`config.mk`:
```
export PLATFORM = sky130hd
export DESIGN_NAME = pmr_reducer
export DESIGN_NICKNAME = d
export VERILOG_FILES = /design/src/rtl/pmr_pkg.sv /design/src/rtl/pmr_mac.sv /design/src/rtl/pmr_tstore.sv /design/src/rtl/pmr_reducer.sv
export SDC_FILE = /design/constraint.sdc
export NUM_CORES = 1
export LEC_CHECK = 0
export BUFFER_PORTS_ARGS = -buffer_cell sky130_fd_sc_hd__buf_2
export CORE_UTILIZATION = 54
export CTS_CLUSTER_SIZE = 40
export DETAILED_ROUTE_END_ITERATION = 7
export PLACE_DENSITY = 0.81
export SLEW_MARGIN = 20
export SYNTH_ARGS = -nofsm -noshare
export SYNTH_HDL_FRONTEND = slang
export SYNTH_SLANG_ARGS = --single-unit
export TNS_END_PERCENT = 20
```
`constraint.sdc`:
```
create_clock -name clk -period 15.1 [get_ports clk]
set_clock_uncertainty 0.05 [all_clocks]
set_input_delay 4.53 -clock clk [delete_from_list [all_inputs] [get_ports clk]]
set_output_delay 4.53 -clock clk [all_outputs]
set_load 0.02 [all_outputs]
```
`src/rtl/pmr_pkg.sv`:
```
package pmr_pkg;

    typedef enum logic [1:0] {
        ST_IDLE  = 2'd0,
        ST_FOLD1 = 2'd1,
        ST_PREP  = 2'd2,
        ST_FOLD2 = 2'd3
    } pmr_state_e;

endpackage

```
`src/rtl/pmr_mac.sv`:
```
// Multiply-accumulate: acc_out = mul_a * mul_b + add_x + add_y
module pmr_mac #(
    parameter int unsigned A_W = 17,
    parameter int unsigned B_W = 16,
    parameter int unsigned S_W = 34
) (
    input  logic [A_W-1:0] mul_a,
    input  logic [B_W-1:0] mul_b,
    input  logic [S_W-1:0] add_x,
    input  logic [S_W-1:0] add_y,
    output logic [S_W-1:0] acc_out
);

    always_comb begin
        acc_out = S_W'(mul_a) * S_W'(mul_b) + add_x + add_y;
    end

endmodule

```
`src/rtl/pmr_tstore.sv`:
```
// Register file for the low m words of the intermediate value
module pmr_tstore #(
    parameter int unsigned WORD_W = 16,
    parameter int unsigned DEPTH  = 16
) (
    input  logic                      clk,
    input  logic                      rst_n,
    input  logic                      we,
    input  logic [$clog2(DEPTH)-1:0]  waddr,
    input  logic [WORD_W-1:0]         wdata,
    input  logic [$clog2(DEPTH)-1:0]  raddr,
    output logic [WORD_W-1:0]         rdata
);

    localparam int unsigned AW = $clog2(DEPTH);

    logic [DEPTH-1:0][WORD_W-1:0] word_q;

    always_ff @(posedge clk or negedge rst_n) begin
        if (!rst_n) begin
            word_q <= '0;
        end else begin
            for (int unsigned g = 0; g < DEPTH; g++) begin
                if (we && (waddr == AW'(g))) begin
                    word_q[g] <= wdata;
                end
            end
        end
    end

    assign rdata = word_q[raddr];

endmodule

```
`src/rtl/pmr_reducer.sv`:
```
module pmr_reducer #(
    parameter int unsigned WORD_W    = 16,
    parameter int unsigned MAX_WORDS = 16
) (
    input  logic                                clk,
    input  logic                                rst_n,
    input  logic                                start,
    input  logic [$clog2(MAX_WORDS+1)-1:0]      m_words,
    input  logic [WORD_W-2:0]                   c_val,
    output logic                                prod_rd_en,
    output logic [$clog2(2*MAX_WORDS)-1:0]      prod_rd_addr,
    input  logic [WORD_W-1:0]                   prod_rd_data,
    output logic                                res_wr_en,
    output logic [$clog2(MAX_WORDS)-1:0]        res_wr_addr,
    output logic [WORD_W-1:0]                   res_wr_data,
    output logic                                busy,
    output logic                                done
);

    import pmr_pkg::*;

    localparam int unsigned MW   = $clog2(MAX_WORDS + 1);
    localparam int unsigned K_W  = MW + 1;
    localparam int unsigned PA_W = $clog2(2 * MAX_WORDS);
    localparam int unsigned RA_W = $clog2(MAX_WORDS);
    localparam int unsigned A_W  = WORD_W + 1;
    localparam int unsigned S_W  = 2 * WORD_W + 2;

    typedef struct packed {
        pmr_state_e           st;
        logic [K_W-1:0]       k;      // fold-1 step or fold-2 word index
        logic [MW-1:0]        m;
        logic [WORD_W-2:0]    c;
        logic [WORD_W-1:0]    lo;     // latched low product word
        logic [WORD_W:0]      carry;  // running carry, top word of t after fold 1
        logic [2*WORD_W:0]    prod;   // tH * c
        logic                 done;
    } regs_t;

    regs_t q, d;

    logic              tst_we;
    logic [RA_W-1:0]   tst_waddr;
    logic [RA_W-1:0]   tst_raddr;
    logic [WORD_W-1:0] tst_wdata;
    logic [WORD_W-1:0] tst_rdata;

    logic [A_W-1:0]    mac_a;
    logic [WORD_W-1:0] mac_b;
    logic [S_W-1:0]    mac_x;
    logic [S_W-1:0]    mac_y;
    logic [S_W-1:0]    mac_sum;

    logic [K_W-1:0]    m_ext;
    logic [K_W-1:0]    two_m;
    logic [K_W-1:0]    kp;
    logic              last_word;
    logic [WORD_W-1:0] tl_word;
    logic [WORD_W-1:0] pw_word;
    logic [WORD_W:0]   f2_sum;

    assign m_ext     = K_W'(q.m);
    assign two_m     = {q.m, 1'b0};
    assign kp        = q.k - K_W'(1);
    assign last_word = (q.k == (m_ext - K_W'(1)));
    assign tst_raddr = (q.st == ST_PREP) ? RA_W'(m_ext - K_W'(1)) : RA_W'(q.k);

    pmr_tstore #(
        .WORD_W (WORD_W),
        .DEPTH  (MAX_WORDS)
    ) u_tstore (
        .clk   (clk),
        .rst_n (rst_n),
        .we    (tst_we),
        .waddr (tst_waddr),
        .wdata (tst_wdata),
        .raddr (tst_raddr),
        .rdata (tst_rdata)
    );

    pmr_mac #(
        .A_W (A_W),
        .B_W (WORD_W),
        .S_W (S_W)
    ) u_mac (
        .mul_a   (mac_a),
        .mul_b   (mac_b),
        .add_x   (mac_x),
        .add_y   (mac_y),
        .acc_out (mac_sum)
    );

    // Operand selection for the shared multiply-accumulate unit
    always_comb begin
        mac_a = '0;
        mac_b = '0;
        mac_x = '0;
        mac_y = '0;
        if (q.st == ST_FOLD1) begin
            mac_a = {1'b0, prod_rd_data};
            mac_b = {q.c, 1'b0};
            mac_x = S_W'(q.lo);
            mac_y = S_W'(q.carry);
        end else if (q.st == ST_PREP) begin
            mac_a = {q.carry[WORD_W-1:0], tst_rdata[WORD_W-1]};
            mac_b = {1'b0, q.c};
        end
    end

    // Next-state computation
    always_comb begin
        d      = q;
        d.done = 1'b0;

        tst_we    = 1'b0;
        tst_waddr = RA_W'(kp >> 1);
        tst_wdata = mac_sum[WORD_W-1:0];

        prod_rd_en   = 1'b0;
        prod_rd_addr = PA_W'(q.k[0] ? (m_ext + (q.k >> 1)) : (q.k >> 1));

        tl_word = tst_rdata;
        if (last_word) begin
            tl_word[WORD_W-1] = 1'b0;
        end
        if (q.k == K_W'(0)) begin
            pw_word = q.prod[WORD_W-1:0];
        end else if (q.k == K_W'(1)) begin
            pw_word = q.prod[2*WORD_W-1:WORD_W];
        end else begin
            pw_word = '0;
        end
        f2_sum = {1'b0, tl_word} + {1'b0, pw_word} + (WORD_W+1)'(q.carry[0]);

        res_wr_en   = 1'b0;
        res_wr_addr = RA_W'(q.k);
        res_wr_data = f2_sum[WORD_W-1:0];

        unique case (q.st)
            ST_IDLE: begin
                if (start) begin
                    d.st    = ST_FOLD1;
                    d.k     = '0;
                    d.m     = m_words;
                    d.c     = c_val;
                    d.carry = '0;
                    d.lo    = '0;
                end
            end
            ST_FOLD1: begin
                prod_rd_en = (q.k < two_m);
                if (q.k != K_W'(0)) begin
                    if (!kp[0]) begin
                        d.lo = prod_rd_data;
                    end else begin
                        tst_we  = 1'b1;
                        d.carry = mac_sum[2*WORD_W:WORD_W];
                    end
                end
                if (q.k == two_m) begin
                    d.st = ST_PREP;
                    d.k  = '0;
                end else begin
                    d.k = q.k + K_W'(1);
                end
            end
            ST_PREP: begin
                d.prod  = mac_sum[2*WORD_W:0];
                d.carry = '0;
                d.k     = '0;
                d.st    = ST_FOLD2;
            end
            ST_FOLD2: begin
                res_wr_en = 1'b1;
                d.carry   = (WORD_W+1)'(f2_sum[WORD_W]);
                if (last_word) begin
                    d.st   = ST_IDLE;
                    d.k    = '0;
                    d.done = 1'b1;
                end else begin
                    d.k = q.k + K_W'(1);
                end
            end
            default: d.st = ST_IDLE;
        endcase
    end

    always_ff @(posedge clk or negedge rst_n) begin
        if (!rst_n) begin
            q <= '{st: ST_IDLE, default: '0};
        end else begin
            q <= d;
        end
    end

    assign busy = (q.st != ST_IDLE);
    assign done = q.done;


    fold1_top_chk: assert property (@(posedge clk) disable iff (!rst_n)
        (q.st == ST_PREP) |-> (q.carry[WORD_W] == 1'b0));


    no_overflow_chk: assert property (@(posedge clk) disable iff (!rst_n)
        (q.st == ST_FOLD2 && last_word) |-> (f2_sum[WORD_W] == 1'b0 && q.prod[2*WORD_W] == 1'b0));


    mac_width_chk: assert property (@(posedge clk) disable iff (!rst_n)
        mac_sum[S_W-1] == 1'b0);


    done_pulse_chk: assert property (@(posedge clk) disable iff (!rst_n)
        done |=> !done);


    wr_order_chk: assert property (@(posedge clk) disable iff (!rst_n)
        (res_wr_en && $past(res_wr_en)) |-> (res_wr_addr == $past(res_wr_addr) + RA_W'(1)));


    rd_range_chk: assert property (@(posedge clk) disable iff (!rst_n)
        prod_rd_en |-> (K_W'(prod_rd_addr) < two_m));


    rd_wr_excl_chk: assert property (@(posedge clk) disable iff (!rst_n)
        !(prod_rd_en && res_wr_en));

endmodule

```
==> results of run 1 <==
-- layer usage --
metal / up-vias / global-route usage (%) / wire, um
met5: - / 0 / 17
met4: 2 / 11.3 / 2930
met3: 201 / 6.39 / 7980
met2: 1125 / 45.9 / 33500
met1: 11100 / 42.2 / 31300
li1: 10300 / - / -
-- cells in the final DEF (no fill, tap or decap), drive strengths merged, types with 18 or more instances in the layout --
cell type  instances
a31oi             26
a22o              24
mux2              93
inv              330
o21a              18
o21ai            270
clkbuf            50
nor3              21
buf              106
and3              27
and2              21
xnor2             28
a21oi             58
nand2            806
a311oi            31
fa               244
a21o              24
nor2             130
dfrtp            350
ha               139
nand3            167
-- sequential cells by signal, indices dropped and copies added (netlist names) --
name / cells
done: 1
q: 84
res_wr_addr: 4
m_ext: 5
u_tstore.word_q: 256
-- cell type report --
cell class / instances / area share (%)
multi-input combinational: 2305 / 57.0
sequential: 350 / 29.7
inverter: 329 / 4.19
clock buffer: 50 / 3.52
tap: 672 / 2.85
timing repair buffer: 106 / 2.21
clock inverter: 11 / 0.539
-- cells by family after synthesis --
kind of cell / after synthesis / share of synthesized area, %
AO/OA/AOI/OAI: 546 / 12.4
XOR/XNOR: 42 / 1.34
adder cells (fa/ha/maj): 383 / 24.2
buffers and inverters: 517 / 7.24
flip-flops: 350 / 32.0
multiplexers: 97 / 3.97
other: 1 / 0.0137
AND/OR/NAND/NOR: 1236 / 18.9
-- critical path, cell delays in order (launching register included) --
cell      delay (ps)
dfrtp_1          440
inv_1            110
ha_2             320
buf_4            520
or2_1            230
and2_2           150
buf_4            690
nand2_1          100
and3_1           190
a311oi_1         210
a311oi_1          80
a31oi_1          270
fa_1             260
inv_1             70
fa_1             450
nor2b_1          130
o21a_1           140
o21ai_1          150
a311oi_1         530
a311o_1          310
a21oi_1          120
o311ai_0         610
buf_2            290
-- worst min-delay path by stage --
stage                                                  to  slack, ps
final                                   q[52]$_DFFE_PN0P_        430
after global routing      u_tstore.word_q[41]$_DFFE_PN0P_        450
after CTS                               q[52]$_DFFE_PN0P_        430
after detailed placement                q[52]$_DFFE_PN0P_        420
after global placement                  q[51]$_DFFE_PN0P_        400
after floorplan                         q[51]$_DFFE_PN0P_        390
-- cell usage after synthesis (10+ instances only) --
| cell type | instances |
|---|---|
| nand2b_1 | 13 |
| a22o_1 | 24 |
| a311oi_1 | 31 |
| o21ai_0 | 260 |
| buf_1 | 17 |
| a21boi_0 | 15 |
| clkbuf_1 | 151 |
| ha_1 | 139 |
| buf_2 | 14 |
| nand4_1 | 12 |
| a211oi_1 | 10 |
| inv_1 | 327 |
| a21o_1 | 24 |
| nor2_1 | 130 |
| nor3_1 | 20 |
| o21ai_1 | 10 |
| a21oi_1 | 57 |
| nor2b_1 | 13 |
| xor2_1 | 14 |
| and2_1 | 20 |
| nand3_1 | 167 |
| mux2_2 | 93 |
| dfrtp_1 | 350 |
| fa_1 | 244 |
| a31oi_1 | 26 |
| xnor2_1 | 28 |
| nand2_1 | 806 |
| o21a_1 | 18 |
| and3_1 | 27 |
-- per-stage QoR --
stage                     setup slack, ps  std cells  hold WS [ps]  utilization (%)
after floorplan                      4770       3172           392                -
after global placement               4010       3762           404             56.4
after detailed placement             4010       3762           416             56.4
after CTS                            3520       3823           428             58.8
after global routing                 3070       3823           449             58.8
final                                3540       3823           426             58.8
==> summary.txt, run 1 <==
Yosys
  – Largest cells by area after synthesis: dfrtp_1 (32%), fa_1 (18%), nand2_1 (11%)
  – Ys Warns: 0
  – Cells after Synth: 3172
  – Mapped Area: 0.0274 mm^2
  – Post-synth EDFFs: 0
  – Synth top area share: 32.0%
  – Main flop type after synthesis: dfrtp_1
  – Fraction of registers with async set/reset: 100%
  – Syn nets: 3594
  – Top cell type by total area after synthesis: dfrtp_1
  – Post-synthesis area per instance: 8.64 um^2
  – Flops & latches, synth: 350
  – Seq/Total Area, Yosys: 32.0%
  – Synth cell types: 74

Cells and area
  – Area of the multi-input gates: 0.0168 mm^2
  – Ratio of cells with drive above 1 in the final layout: 9.27%
  – Area Overhead vs Synth: 7.49%
  – N_diodes: 0
  – Post-route cell area: 0.0295 mm^2
  – Reg area: 0.00876 mm^2
  – Filler cells: 4328
  – Final nets: 3552

Worst setup path
  – Worst Setup SP: q[93]$_DFFE_PN0P_
  – Worst EP arrival: 6980 ps
  – Setup CP Type: flip-flop to output port
  – Critical Path Fanout Max: 79
  – Required time of the worst setup path: 10520 ps
  – R2r worst-path depth: 29
  – R2R Path Start: q[93]$_DFFE_PN0P_
  – CP endpoint: res_wr_data[14]
  – Crit end category: output port
  – Type of origin of the critical path: flip-flop
  – FF-to-FF setup slack: 5910 ps
  – R2r endpoint: q[31]$_DFFE_PN0N_

STA
  – RSZ-0062 raised after global routing: no
  – Slew Viols, Final: 0
  – Fin crit share: 76.6%
  – Final setup viols: 0
  – Slew headroom: 18.9%
  – Sum Neg Setup Slack: 0 ps
  – Fin crit period: 11560 ps
  – Max Freq: 0.0865 GHz
  – Final hold viol count: 0
  – Slew @ Worst Pin: 1210 ps

Floorplan
  – Num rows: 82
  – Die width: 227 um
  – Starting Density: 54.7%
  – Die area: 0.0517 mm^2
  – Top Ports: 68
  – Core Box Area: 0.0501 mm^2
  – Die H: 227 um

Clock tree
  – Clock latency on the worst-skew pair: 560 ps
  – Cts repair resizes: 0
  – CTS Buf Count: 38
  – Hold buffers post-CTS: 0
  – CTS tree: yes
  – Clock slew at reported path FFs: 60 ps
  – CTS Buffer Depth: 3
  – Htree depth: 2
  – CTS Sinks: 350
  – Setup bufs post-CTS: 0
  – Clk root buf: clkbuf_16

GRT
  – First-pass GRT wire length: 120 mm
  – All-Layer GR Usage: 30.1%
  – Initial antenna violation count: 1
  – Total congestion overflow: 0
  – Largest net degree at the start of global routing: 186
  – Vias in the first global route: 22.0k

Hold path
  – Worst hold path startpoint: q[52]$_DFFE_PN0P_
  – HP Class: flip-flop to flip-flop
  – Hold Path Depth: 2

Route
  – DRC: 0
  – Routed Antenna Nets: 0
  – Drt pass-1 iters: 5
  – Final WL: 75.7 mm
  – Vias: 22.7k
  – Vias per cell: 5.92
  – DR WL/cell: 19.8 um
  – Detailed Route Iter0 Violations: 2565

Outcome
  – Status: finished, final reports clean

Placement
  – HPWL Detailed: 52.5 mm
  – # port buffers: 67
  – Placer Congestion: 0.961
  – Dpl cell area: 0.0282 mm^2

Job
  – Number of max-cap violations: 0
Power of run 1 is not shown: default switching activity piles up to over one toggle a cycle in this logic, so the estimate is an artifact.
==> inputs of run 2 (changes only) <==
--- a/config.mk
+++ b/config.mk
@@ -9,7 +9,7 @@
 export CORE_UTILIZATION = 54
 export CTS_CLUSTER_SIZE = 40
 export DETAILED_ROUTE_END_ITERATION = 7
-export PLACE_DENSITY = 0.81
+export PLACE_DENSITY = 0.84
 export SLEW_MARGIN = 20
 export SYNTH_ARGS = -nofsm -noshare
 export SYNTH_HDL_FRONTEND = slang
==> constraint.sdc (replaced) <==
create_clock -name clk -period 9.5 [get_ports clk]
set_clock_uncertainty 0.05 [all_clocks]
set_input_delay 2.85 -clock clk [delete_from_list [all_inputs] [get_ports clk]]
set_output_delay 2.85 -clock clk [all_outputs]
set_load 0.02 [all_outputs]
==> run 2 against run 1 <==
Compared with the run above: first-iteration DRC count is 1.6% higher; highest routed layer unchanged; cell count is 1.2% higher; die area unchanged; flip-flop and latch count unchanged; register-to-register slack worse by 5200 ps; core utilization increased by 0.86 points; worst hold slack better by 4.2 ps.
==> summary.txt, run 2 (synthesized netlist as in run 1, its figures left out) <==
GRT
  – First-pass GRT wire length: 120 mm (-0.70%)
  – Vias in the first global route: 22.1k (+0.46%)
  – Total congestion overflow: 0 (unchanged)
  – Largest net degree at the start of global routing: 171 (-8.1%)
  – All-Layer GR Usage: 30.0% (about the same)
  – Initial antenna violation count: 4 (+3)

Cells and area
  – Post-layout util: 59.7% (+0.86 points)
  – Ratio of cells with drive above 1 in the final layout: 10.5% (+1.2 points)
  – Most frequent cells in the layout: nand2_1 (800), dfrtp_1 (350), inv_1 (327), o21ai_0 (259), fa_1 (244)
  – Final nets: 3589 (+1.0%)
  – Area Overhead vs Synth: 9.06%
  – Biggest register: u_tstore.word_q
  – Most common cell after layout, fill and taps aside: nand2_1
  – Filler cells: 4218 (-2.5%)
  – Max FFs per register: 256 (unchanged)

STA
  – Slew headroom: 25.8% (+6.8 points)
  – Slew @ Worst Pin: 1110 ps (-102 ps)
  – Sum Neg Setup Slack: 0 ps (unchanged)
  – Fin crit period: 9220 ps
  – Final setup viols: 0 (unchanged)
  – RSZ-0062 raised after global routing: no
  – Slew Viols, Final: 0 (unchanged)
  – Fin crit share: 97.1%
  – Final worst slack: 276 ps (-3260 ps)
  – Hold Slack: 430 ps (+4.24 ps)
  – Max Freq: 0.108 GHz
  – Final hold viol count: 0 (unchanged)

Route
  – DRC: 0 (unchanged)
  – Detailed Route Iter0 Violations: 2607 (+1.6%)
  – Vias per cell: 5.95 (+0.46%)
  – Routed Antenna Nets: 0 (unchanged)
  – Vias: 23.0k (+1.7%)
  – Drt pass-1 iters: 6 (+1)
  – DR WL/cell: 19.8 um (about the same)
  – Final WL: 76.6 mm (+1.1%)

Clock tree
  – CTS Sinks: 350 (unchanged)
  – CTS tree: yes
  – Clk root buf: clkbuf_16
  – Clock latency on the worst-skew pair: 570 ps (about the same)
  – CTS Buffer Depth: 3 (unchanged)
  – Htree depth: 2 (unchanged)
  – CTS Buf Count: 38 (unchanged)
  – Clock slew at reported path FFs: 60 ps (about the same)

Worst setup path
  – Setup CP Type: flip-flop to output port
  – Type of origin of the critical path: flip-flop
  – Worst EP arrival: 6320 ps (-660 ps)
  – Required time of the worst setup path: 6600 ps (-3920 ps)
  – Critical Path Fanout Max: 20 (-75%)
  – Crit end category: output port

Floorplan
  – Die area: 0.0517 mm^2 (unchanged)
  – Core Box Area: 0.0501 mm^2 (unchanged)
  – Starting Density: 54.7% (unchanged)
  – Die width: 227 um (unchanged)
  – Die H: 227 um (unchanged)
  – Num rows: 82 (unchanged)
  – Top Ports: 68 (unchanged)

Job
  – Number of max-cap violations: 0 (unchanged)

Placement
  – HPWL Detailed: 54.2 mm (+3.3%)
  – Pre-CTS setup slack: 373 ps (-3630 ps)
  – # port buffers: 67 (unchanged)
  – Placer Congestion: 1.01 (+5.2%)

Hold path
  – HP Class: flip-flop to flip-flop

Outcome
  – Status: finished, final reports clean
[run 2: critical path: stages, from the launching register on]
cell      delay [ps]
dfrtp_1          510
inv_1            150
ha_1             400
nand2_1          160
and2_2           460
buf_4            340
nand2_1           80
and3_1           160
a311oi_1         200
a311oi_1          80
a31oi_1          300
fa_1             290
inv_1             80
fa_1             450
nor2b_1          130
o21a_1           140
o21ai_1          140
a311oi_2         440
a311o_1          300
a21oi_1          130
o311ai_1         470
buf_4            190
buf_2            150
[run 2: metrics by stage]
step / std cells / instance area (um^2)
detailed placement: 3798 / 28500
global placement: 3798 / 28500
global route: 3868 / 29900
CTS: 3867 / 29900
floorplan: 3172 / 27400
finish: 3869 / 29900
[run 2: final timing paths]
| kind | depth (start not counted) | slack (ps) | to | from |
|---|---|---|---|---|
| worst max register to register | 29 | 750 | q[30]$_DFFE_PN0N_ | q[93]$_DFFE_PN0P_ |
| max in group asynchronous | 2 | 5610 | u_tstore.word_q[48]$_DFFE_PN0P_ | rst_n |
| worst min register to register | 2 | 430 | u_tstore.word_q[205]$_DFFE_PN0P_ | u_tstore.word_q[205]$_DFFE_PN0P_ |
| min in group asynchronous | 1 | 2340 | u_tstore.word_q[217]$_DFFE_PN0P_ | rst_n |
| worst max-delay path | 22 | 280 | res_wr_data[14] | m_ext[1]$_DFFE_PN0P_ |
| worst min-delay path | 2 | 430 | u_tstore.word_q[205]$_DFFE_PN0P_ | u_tstore.word_q[205]$_DFFE_PN0P_ |
[run 2: what timing repair did]
action | 4_1_cts | 5_1_grt
setup buffers | 0 | 0
setup endpoints to repair | 0 | 1
resized for setup | 0 | 2
hold endpoints to repair | 0 | 0
hold buffers | 0 | 0
[run 2: cell type report]
cell class                      instances  area, um^2  area share [%]
Multi-Input combinational cell       2305       16700            56.0
Sequential cell                       350        8760            29.3
Inverter                              329        1230            4.13
Clock buffer                           47        1050            3.53
Timing Repair Buffer                  143         941            3.15
Tap cell                              672         841            2.81
Clock inverter                         22         323            1.08
Antenna cell                            1        2.50         0.00837
[run 2: routing by layer]
metal  part of all wire [%]  vias to the layer above  track usage, %  routed length [um]
met5                  0.046                        -               0                  35
met4                    4.7                        6            13.7                3560
met3                     12                      241            8.84                8900
met2                     44                     1265            44.9               33800
met1                     40                    11200            40.4               30300
li1                       -                    10300               -                   -
Power of run 2 is left out for the same reason.
